[src/rtl/irqPkg.sv]
package irqPkg;
  localparam int SRC_N  = 5;
  localparam int IDX_W  = 3;
  localparam int EXT_N  = 2;
  localparam int TMR_N  = 2;
  localparam int SRC_SER = 4;
  localparam int REG_W  = 8;
  localparam int LVL_N  = 2;

  typedef struct packed {
    logic             capture;
    logic             take;
    logic             retire;
    logic [IDX_W-1:0] winIdx;
    logic             winHigh;
  } ctrlStrobe_t;

  function automatic logic [IDX_W-1:0] firstSet(input logic [SRC_N-1:0] v);
    logic [IDX_W-1:0] idx;
    idx = '0;
    for (int i = SRC_N - 1; i >= 0; i--) begin
      if (v[i]) idx = IDX_W'(i);
    end
    return idx;
  endfunction
endpackage

[src/rtl/irq_pin_sync.sv]
module irq_pin_sync #(
  parameter int STAGES = 2
) (
  input  logic clk,
  input  logic rstN,
  input  logic pinN,
  output logic lowLevel,
  output logic fallPulse
);
  logic [STAGES-1:0] chain;
  logic              prevSync;

  always_ff @(posedge clk or negedge rstN) begin
    if (!rstN) begin
      chain    <= '1;
      prevSync <= 1'b1;
    end else begin
      chain    <= {chain[STAGES-2:0], pinN};
      prevSync <= chain[STAGES-1];
    end
  end

  assign lowLevel  = ~chain[STAGES-1];
  assign fallPulse = prevSync & ~chain[STAGES-1];
endmodule

[src/rtl/irq_datapath.sv]
module irq_datapath
  import irqPkg::*;
#(
  parameter int SYNC_STAGES = 2,
  parameter int ADDR_W      = 16,
  parameter int VEC_BASE    = 3,
  parameter int VEC_STRIDE  = 8
) (
  input  logic                    clk,
  input  logic                    rstN,
  input  logic [EXT_N-1:0]        extPinN,
  input  logic [TMR_N-1:0]        timerOvf,
  input  logic                    serialReq,
  input  logic                    cfgWe,
  input  logic [1:0]              cfgSel,
  input  logic [REG_W-1:0]        cfgWdata,
  output logic [REG_W-1:0]        cfgRdata,
  input  ctrlStrobe_t             strb,
  output logic [SRC_N-1:0]        flags,
  output logic [SRC_N-1:0]        srcEn,
  output logic [SRC_N-1:0]        prioHigh,
  output logic                    glbEn,
  output logic [LVL_N-1:0]        inSvc,
  output logic [ADDR_W-1:0]       irqVector
);
  logic [REG_W-1:0] enReg, prioReg, typeReg;
  logic [SRC_N-1:0] flagQ, flagNext, takeHit;
  logic [EXT_N-1:0] extLow, extFall;
  logic [IDX_W-1:0] pendIdx;
  logic             pendHigh;
  logic [LVL_N-1:0] svcNext;

  // which source the acknowledge retires
  always_comb begin
    for (int i = 0; i < SRC_N; i++) begin
      takeHit[i] = strb.take && (pendIdx == IDX_W'(i));
    end
  end

  generate
    for (genvar e = 0; e < EXT_N; e++) begin : gExt
      irq_pin_sync #(.STAGES(SYNC_STAGES)) uSync (
        .clk      (clk),
        .rstN     (rstN),
        .pinN     (extPinN[e]),
        .lowLevel (extLow[e]),
        .fallPulse(extFall[e])
      );
      assign flagNext[2*e] = typeReg[e]
        ? (extFall[e] | (flagQ[2*e] & ~takeHit[2*e]))
        : extLow[e];
    end
    for (genvar t = 0; t < TMR_N; t++) begin : gTmr
      assign flagNext[2*t+1] = timerOvf[t] | (flagQ[2*t+1] & ~takeHit[2*t+1]);
    end
  endgenerate

  assign flagNext[SRC_SER] = serialReq;

  always_ff @(posedge clk or negedge rstN) begin
    if (!rstN) flagQ <= '0;
    else       flagQ <= flagNext;
  end

  // configuration registers
  always_ff @(posedge clk or negedge rstN) begin
    if (!rstN) begin
      enReg   <= '0;
      prioReg <= '0;
      typeReg <= '0;
    end else if (cfgWe) begin
      case (cfgSel)
        2'd0:    enReg   <= cfgWdata;
        2'd1:    prioReg <= cfgWdata;
        2'd2:    typeReg <= cfgWdata;
        default: ;
      endcase
    end
  end

  always_comb begin
    case (cfgSel)
      2'd0:    cfgRdata = enReg;
      2'd1:    cfgRdata = prioReg;
      2'd2:    cfgRdata = typeReg;
      default: cfgRdata = REG_W'(flagQ);
    endcase
  end

  // in-service tracking: retire innermost, then mark taken level
  always_comb begin
    svcNext = inSvc;
    if (strb.retire) begin
      if (svcNext[1]) svcNext[1] = 1'b0;
      else            svcNext[0] = 1'b0;
    end
    if (strb.take) svcNext[pendHigh] = 1'b1;
  end

  always_ff @(posedge clk or negedge rstN) begin
    if (!rstN) begin
      inSvc     <= '0;
      pendIdx   <= '0;
      pendHigh  <= 1'b0;
      irqVector <= '0;
    end else begin
      inSvc <= svcNext;
      if (strb.capture) begin
        pendIdx   <= strb.winIdx;
        pendHigh  <= strb.winHigh;
        irqVector <= ADDR_W'(VEC_BASE + int'(strb.winIdx) * VEC_STRIDE);
      end
    end
  end

  assign flags    = flagQ;
  assign srcEn    = enReg[SRC_N-1:0];
  assign glbEn    = enReg[REG_W-1];
  assign prioHigh = prioReg[SRC_N-1:0];
endmodule

[src/rtl/irq_control.sv]
module irq_control
  import irqPkg::*;
#(
  parameter int CYC_CLKS = 12
) (
  input  logic             clk,
  input  logic             rstN,
  input  logic [SRC_N-1:0] flags,
  input  logic [SRC_N-1:0] srcEn,
  input  logic [SRC_N-1:0] prioHigh,
  input  logic             glbEn,
  input  logic [LVL_N-1:0] inSvc,
  input  logic             irqAck,
  input  logic             retiIn,
  output ctrlStrobe_t      strb,
  output logic             irqReq
);
  localparam int CNT_W = (CYC_CLKS > 2) ? $clog2(CYC_CLKS) : 1;

  logic [CNT_W-1:0] cycCnt;
  logic             tick;
  logic             pendQ;
  logic [SRC_N-1:0] eligible, hiCand, loCand;
  logic             anyHi, anyLo;

  always_ff @(posedge clk or negedge rstN) begin
    if (!rstN)      cycCnt <= '0;
    else if (tick)  cycCnt <= '0;
    else            cycCnt <= cycCnt + 1'b1;
  end
  assign tick = (cycCnt == CNT_W'(CYC_CLKS - 1));

  assign eligible = flags & srcEn & {SRC_N{glbEn}};
  assign hiCand   = eligible & prioHigh  & {SRC_N{~inSvc[1]}};
  assign loCand   = eligible & ~prioHigh & {SRC_N{inSvc == '0}};
  assign anyHi    = |hiCand;
  assign anyLo    = |loCand;

  always_comb begin
    strb.take    = pendQ && irqAck;
    strb.retire  = retiIn;
    strb.capture = tick && !pendQ && (anyHi || anyLo);
    strb.winHigh = anyHi;
    strb.winIdx  = anyHi ? firstSet(hiCand) : firstSet(loCand);
  end

  always_ff @(posedge clk or negedge rstN) begin
    if (!rstN)             pendQ <= 1'b0;
    else if (strb.take)    pendQ <= 1'b0;
    else if (strb.capture) pendQ <= 1'b1;
  end

  assign irqReq = pendQ;
endmodule

[src/rtl/prio_irq_ctrl.sv]
module prio_irq_ctrl
  import irqPkg::*;
#(
  parameter int CYC_CLKS    = 12,
  parameter int SYNC_STAGES = 2,
  parameter int ADDR_W      = 16,
  parameter int VEC_BASE    = 3,
  parameter int VEC_STRIDE  = 8
) (
  input  logic              clk,
  input  logic              rstN,
  input  logic [1:0]        extPinN,
  input  logic [1:0]        timerOvf,
  input  logic              serialReq,
  input  logic              cfgWe,
  input  logic [1:0]        cfgSel,
  input  logic [7:0]        cfgWdata,
  output logic [7:0]        cfgRdata,
  input  logic              irqAck,
  input  logic              retiStrobe,
  output logic              irqReq,
  output logic [ADDR_W-1:0] irqVector,
  output logic [1:0]        inService
);
  ctrlStrobe_t      strb;
  logic [SRC_N-1:0] flags, srcEn, prioHigh;
  logic             glbEn;

  irq_datapath #(
    .SYNC_STAGES(SYNC_STAGES), .ADDR_W(ADDR_W),
    .VEC_BASE(VEC_BASE), .VEC_STRIDE(VEC_STRIDE)
  ) uDp (
    .clk(clk), .rstN(rstN), .extPinN(extPinN), .timerOvf(timerOvf),
    .serialReq(serialReq), .cfgWe(cfgWe), .cfgSel(cfgSel),
    .cfgWdata(cfgWdata), .cfgRdata(cfgRdata), .strb(strb),
    .flags(flags), .srcEn(srcEn), .prioHigh(prioHigh), .glbEn(glbEn),
    .inSvc(inService), .irqVector(irqVector)
  );

  irq_control #(.CYC_CLKS(CYC_CLKS)) uCtl (
    .clk(clk), .rstN(rstN), .flags(flags), .srcEn(srcEn),
    .prioHigh(prioHigh), .glbEn(glbEn), .inSvc(inService),
    .irqAck(irqAck), .retiIn(retiStrobe), .strb(strb), .irqReq(irqReq)
  );
endmodule

[config.mk]
export PLATFORM = sky130hd
export DESIGN_NAME = prio_irq_ctrl
export DESIGN_NICKNAME = d
export VERILOG_FILES = /design/src/rtl/irqPkg.sv /design/src/rtl/irq_pin_sync.sv /design/src/rtl/irq_datapath.sv /design/src/rtl/irq_control.sv /design/src/rtl/prio_irq_ctrl.sv
export SDC_FILE = /design/constraint.sdc
export NUM_CORES = 1
export LEC_CHECK = 0
export CORE_MARGIN = 5
export CORE_UTILIZATION = 62
export CTS_CLUSTER_SIZE = 12
export DETAILED_ROUTE_END_ITERATION = 10
export DONT_BUFFER_PORTS = 1
export PLACE_DENSITY = 0.76
export REMOVE_ABC_BUFFERS = 1
export SETUP_SLACK_MARGIN = 0.05
export SLEW_MARGIN = 20
export SYNTH_ARGS = -nofsm -noshare
export SYNTH_HDL_FRONTEND = slang
export SYNTH_SLANG_ARGS = --single-unit
[constraint.sdc]
create_clock -name clk -period 2.26 [get_ports clk]
set_clock_uncertainty 0.15 [all_clocks]
set_input_delay 0.339 -clock clk [delete_from_list [all_inputs] [get_ports clk]]
set_output_delay 0.339 -clock clk [all_outputs]
set_load 0.01 [all_outputs]
== Word level (Yosys, flattened, before mapping) ==
Cells that the tools add are included.

* Add/sub/neg operators: 2
* Order comparisons: 2
* Equality and inequality tests: 6
* Muxes and demuxes: 22
* Bitwise operators: 25
* Reduce and logical (&&, ||, !) cells: 19

{| class="wikitable"
|+ Operator list
! cell !! count
|-
| 2-to-1 mux 3 bit || 11
|-
| bitwise AND 5 bit || 6
|-
| case mux 8 bit (3 select lines) || 1
|-
| OR reduction 5 bit || 2
|-
| logical AND 1 bit || 8
|-
| adder 2 x 6 -> 7 bit (first input constant) || 1
|-
| inverter 1 bit || 7
|-
| bitwise AND 1 bit || 6
|-
| == test 3 x 2 -> 1 bit (second input constant) || 2
|-
| 2-to-1 mux 1 bit || 6
|-
| AND reduction 2 bit || 3
|-
| inverter 5 bit || 1
|-
| adder 4 x 1 -> 4 bit (second input constant) || 1
|-
| == test 4 bit (second input constant) || 1
|-
| zero test 2 bit || 2
|-
| 2-to-1 mux 2 bit || 2
|-
| 2-to-1 mux 4 bit || 1
|-
| OR 1 bit || 4
|-
| == test 3 x 1 -> 1 bit (second input constant) || 1
|-
| zero test 3 bit || 1
|-
| == test 2 x 1 -> 1 bit (second input constant) || 1
|-
| == test 2 bit (second input constant) || 1
|-
| < comparator 1 x 2 -> 1 bit (second input constant) || 1
|-
| OR 2 bit || 1
|-
| other kinds (5) || 5
|}

* Register bits after elaboration: 62
* Input port bits: 20
* Output and inout port bits: 27
* Logic and storage cells: 90

== Logic depth before layout (Yosys ltp) ==
* Depth in word-level cells: 11
* Gate-level depth with buffers: 5

== Cells and area by module ==
A second synthesis with hierarchy kept.

* Cell total of the unflattened synthesis: 195
* Area, all modules: 2,454.9 um2

{| class="wikitable"
|+ Modules (own cells, without submodules)
! module !! instances !! cells an instance !! area an instance (um2) !! seq. area each (um2)
|-
| irq_datapath || 1 || 124 || 1,755.4 || 900.9
|-
| irq_control || 1 || 61 || 521.8 || 125.1
|-
| irq_pin_sync || 2 || 5 || 88.8 || 78.8
|}

== Worst setup path before layout ==
Ideal clock, no wire load.

* Path kind: reg2reg
* Start: register uDp.inSvc[0]
* End: register uDp.pendIdx[1]
* Arrival time: 1.618 ns
* Required time: 1.985 ns
* Slack: 0.367 ns
* Cell stages (with the launch flop): 6
* Path buffers: 0
* Clock period less this slack: 1.893 ns
* Cells stage by stage: dfrtp_1 or3b_4 nor3_2 o31ai_1 a21boi_4 mux2_4

* Word-level cells in the longest chain between the ends: 7
* Elaborated cells between the ends (all ways): 10
* Those cells by class: 5 x mux; 1 x bitwise; 4 x reduce/logical

{| class="wikitable"
|+ RTL lines
! item !! RTL line !! text
|-
| start, declared || irq_datapath.sv:23 || <nowiki>output logic [LVL_N-1:0] inSvc,</nowiki>
|-
| start signal, assigned || irq_datapath.sv:107 || <nowiki>inSvc <= svcNext;</nowiki>
|-
| zero test 2 bit * || irq_control.sv:35 || <nowiki>assign loCand = eligible & ~prioHigh & {SRC_N{inSvc == '0}};</nowiki>
|-
| bitwise AND 5 bit * || irq_control.sv:35 ||
|-
| 2-to-1 mux 3 bit (4 in a row) || irqPkg.sv:22 || <nowiki>if (v[i]) idx = IDX_W'(i);</nowiki>
|-
| 2-to-1 mux 3 bit || irq_control.sv:44 || <nowiki>strb.winIdx = anyHi ? firstSet(hiCand) : firstSet(loCand);</nowiki>
|-
| end signal, assigned || irq_datapath.sv:109 || <nowiki>pendIdx <= strb.winIdx;</nowiki>
|-
| end, declared || irq_datapath.sv:29 || <nowiki>logic [IDX_W-1:0] pendIdx;</nowiki>
|}

Mark *: on every way between the ends. The rest lies on a longest branch, timed or not.
A chain may end at the register's enable or synchronous reset.

== Worst setup path in the final report ==
* Start: register uDp.inSvc[1]
* End: register uDp.pendIdx[1]

* Word-level cells in the longest chain between the ends: 7
* Elaborated cells between the ends (all ways): 17
* Those cells by class: 9 x mux; 3 x bitwise; 5 x reduce/logical

{| class="wikitable"
|+ RTL lines
! item !! RTL line
|-
| zero test 2 bit / inverter 1 bit (equally long branches) || irq_control.sv:35, irq_control.sv:34
|-
| bitwise AND 5 bit, on equally long branches || irq_control.sv:35, irq_control.sv:34
|-
| 2-to-1 mux 3 bit (4 in a row) || irqPkg.sv:22
|-
| 2-to-1 mux 3 bit || irq_control.sv:44
|}

Several ways; a longest one is shown, not always the timed one.

==> flow_metrics.tcl <==
set metrics [dict create \
    run_status "finished, final reports clean" \
    vias 1399 \
    layout_common_cells "dfrtp_1, mux2_2, conb_1, nand2_1, o21ai_0" \
    worst-path-max-fanout 7 \
    grt_max_degree 48 \
    die_w_um 70.3 \
    cp.arrival_ns 2.04 \
    port_buffers 0 \
    crit_chain "nand2b_1 > or3_1 > nand3_1 > a21boi_4 > mux2_4" \
    maxCapViolCount 0 \
    core-area_sq_mm 0.00361 \
    hp-class "primary input to flop" \
    dpl_worst_slack_ns 0.260 \
    io_pins 47 \
    clkSlewWorstSetupHoldPaths_ns 0.09 \
    final_common_cell "dfrtp_1" \
    clockRootBuffer "clkbuf_8" \
    finalCriticalPeriod_ns 2.01 \
    seq_area_frac_synth 0.524 \
    cts_sinks 47 \
    cp-startpoint "uDp.inSvc[1]$_DFF_PN0_" \
    grt_use_total 0.193 \
    fin_tns_setup_ns 0 \
    routedWlPerCell_um 18.3 \
    ys.flop_type "dfrtp_1" \
    leakage_uw 0.00103 \
    critPathMaxStageDelay_ns 0.48 \
    ys_warn_count 0 \
    antenna-diode-count 0 \
    clk_path_buf_depth 2 \
    worst_hold_startpoint "cfgWdata[6]" \
    grt_pass1_vias 1457 \
    grt_overflow 0 \
    synth_edf_count 0 \
    async_flop_share 1.00 \
    period_share 0.890 \
    firstDrtPassIters 4 \
    vias_per_cell 5.88 \
    fin_nets 210 \
    final_max_slew_viol_count 0 \
    ys_ff_latch 47 \
    fmax_mhz 497 \
    place_congestion 0.855 \
    synthDistinctLibCells 45 \
    drtAntennaViolNets 0 \
    final_layout_size_suffix_gt1_frac 0.284 \
    synthToLayoutAreaGrowth_pct 9.31 \
    path_class "flop to flop" \
    endpoint_kind "flop" \
    fill_cells 280 \
    start_kind "flop" \
    die_h_um 70.3 \
    start_util 0.626 \
    cts_tree "yes" \
    wl_um 4350 \
    rsz0062_at_grt "no" \
    insertion_delay_ns 0.30 \
    worst_slack_ns 0.249 \
    grt_first_pass_wirelength_um 7330 \
    die_area_sq_mm 0.00495 \
    drt_iter0_drc 103 \
    netlist_instances 176 \
    synth_area_sq_mm 0.00226 \
    required_ns 2.29 \
    cts-buffers-inserted 5 \
    critPathSlowestCell "dfrtp_1" \
    syn_avg_cell_area_sq_um 12.8 \
    crit_family "simple AND/OR/NAND/NOR gates" \
    r2r_start "uDp.inSvc[1]$_DFF_PN0_" \
    rows 22 \
    drt_drc_violations_left 0 \
    p_per_area_mw_per_mm2 869 \
    final_hold_viol_count 0 \
    antenna_found_initial 0 \
    cts_resized 0 \
    ir_drop_uv 583 \
    dpl.hpwl_um 3210 \
    cts_max_level 2 \
    setup_viol 0 \
    critPathBufInv 0 \
]
cells by family after synthesis:
| family | synth area share |
|---|---|
| compound gates | 0.105 |
| xor+xnor | 0.00388 |
| fa+ha+maj | 0.00554 |
| buf+inv | 0.0554 |
| flops | 0.524 |
| mux | 0.190 |
| other cells | 0.00166 |
| simple gates | 0.114 |
flip-flops by register name, summed over array words and instances (netlist names):
name / count
uDp.gExt.uSync.chain: 4
uDp.flags: 5
uDp.irqVector: 1
uDp.enReg: 8
uCtl.cycCnt: 4
uDp.pendHigh: 1
uDp.typeReg: 8
uCtl.irqReq: 1
uDp.gExt.uSync.prevSync: 2
uDp.inSvc: 2
uDp.prioReg: 8
uDp.pendIdx: 3
worst register-to-register path: stages, from the launching register on:
cell and delay, ns:
dfrtp_1 0.48, nand2b_1 0.25, or3_1 0.43, nand3_1 0.19, a21boi_4 0.10, mux2_4 0.31
cells in the mapped netlist (2+ instances only):
cell type | count | area, sq um
or3_1 | 2 | 12.5
a21oi_1 | 2 | 10.0
nor2b_1 | 3 | 18.8
nand3b_1 | 4 | 30.0
dfstp_2 | 6 | 158
o21ai_0 | 10 | 50.1
nand4b_1 | 2 | 17.5
buf_4 | 12 | 90.1
o22ai_1 | 2 | 12.5
mux4_2 | 5 | 113
inv_1 | 7 | 26.3
nor2_1 | 2 | 7.51
dfrtp_1 | 41 | 1030
nor3_1 | 2 | 10.0
nand3_1 | 5 | 25.0
nand2b_1 | 5 | 31.3
nand2_1 | 10 | 37.5
o22a_1 | 3 | 26.3
mux2_2 | 24 | 270
mux2i_1 | 3 | 30.0
o32ai_2 | 2 | 32.5
where the power goes:
part	total (uW)	leakage (uW)	switching (uW)	internal [uW]
logic	455	0.000437	217	238
registers	1170	0.000550	177	991
clock network	521	0.0000474	272	249
per-layer routing:
| layer | GRT usage | wire (um) |
|---|---|---|
| met1 | 0.242 | 1750 |
| met5 | 0 | 0 |
| met4 | 0.0638 | 68 |
| met2 | 0.317 | 2210 |
| met3 | 0.0590 | 323 |
final timing paths:
path	cells past startpoint	slack (ns)	to
worst max-delay path	5	0.25	uDp.pendIdx[1]$_DFFE_PN0P_
worst min-delay path	1	0.04	uDp.typeReg[6]$_DFFE_PN0P_
worst max register to register	5	0.25	uDp.pendIdx[1]$_DFFE_PN0P_
worst min register to register	0	0.21	uDp.gExt[0].uSync.chain[1]$_DFF_PN1_
max in group asynchronous	2	1.31	uDp.gExt[1].uSync.chain[0]$_DFF_PN1_
min in group asynchronous	2	0.40	uDp.pendIdx[2]$_DFFE_PN0P_
timing repair:
action,4_1_cts,5_1_grt
hold buffers,8,0
setup buffers,0,0
endpoints found under the hold margin,53,0
per-stage QoR:
stage / std cells / utilization / cell area [sq um] / hold WS, ns / power, uW
6_report: 238 / 0.684 / 2470 / 0.0360 / 2140
5_1_grt: 238 / 0.684 / 2470 / 0.0172 / 2280
4_1_cts: 238 / 0.684 / 2470 / 0.0232 / 2170
3_5_place_dp: 222 / 0.630 / 2270 / -0.105 / 1610
3_3_place_gp: 222 / 0.630 / 2270 / -0.105 / 1580
2_1_floorplan: 172 / - / 2200 / -0.107 / 1480
area by class of cell:
class / instances / area (sq um) / share of cell area
clock buffers: 6 / 82.6 / 0.0335
clock inverters: 2 / 16.3 / 0.00659
flip-flops and latches: 47 / 1180 / 0.480
repair buffers: 10 / 113 / 0.0456
multi-input cells: 118 / 986 / 0.400
inverters: 7 / 26.3 / 0.0106
well taps: 48 / 60.1 / 0.0243
No activity file was read; power rests on OpenSTA's default activity.
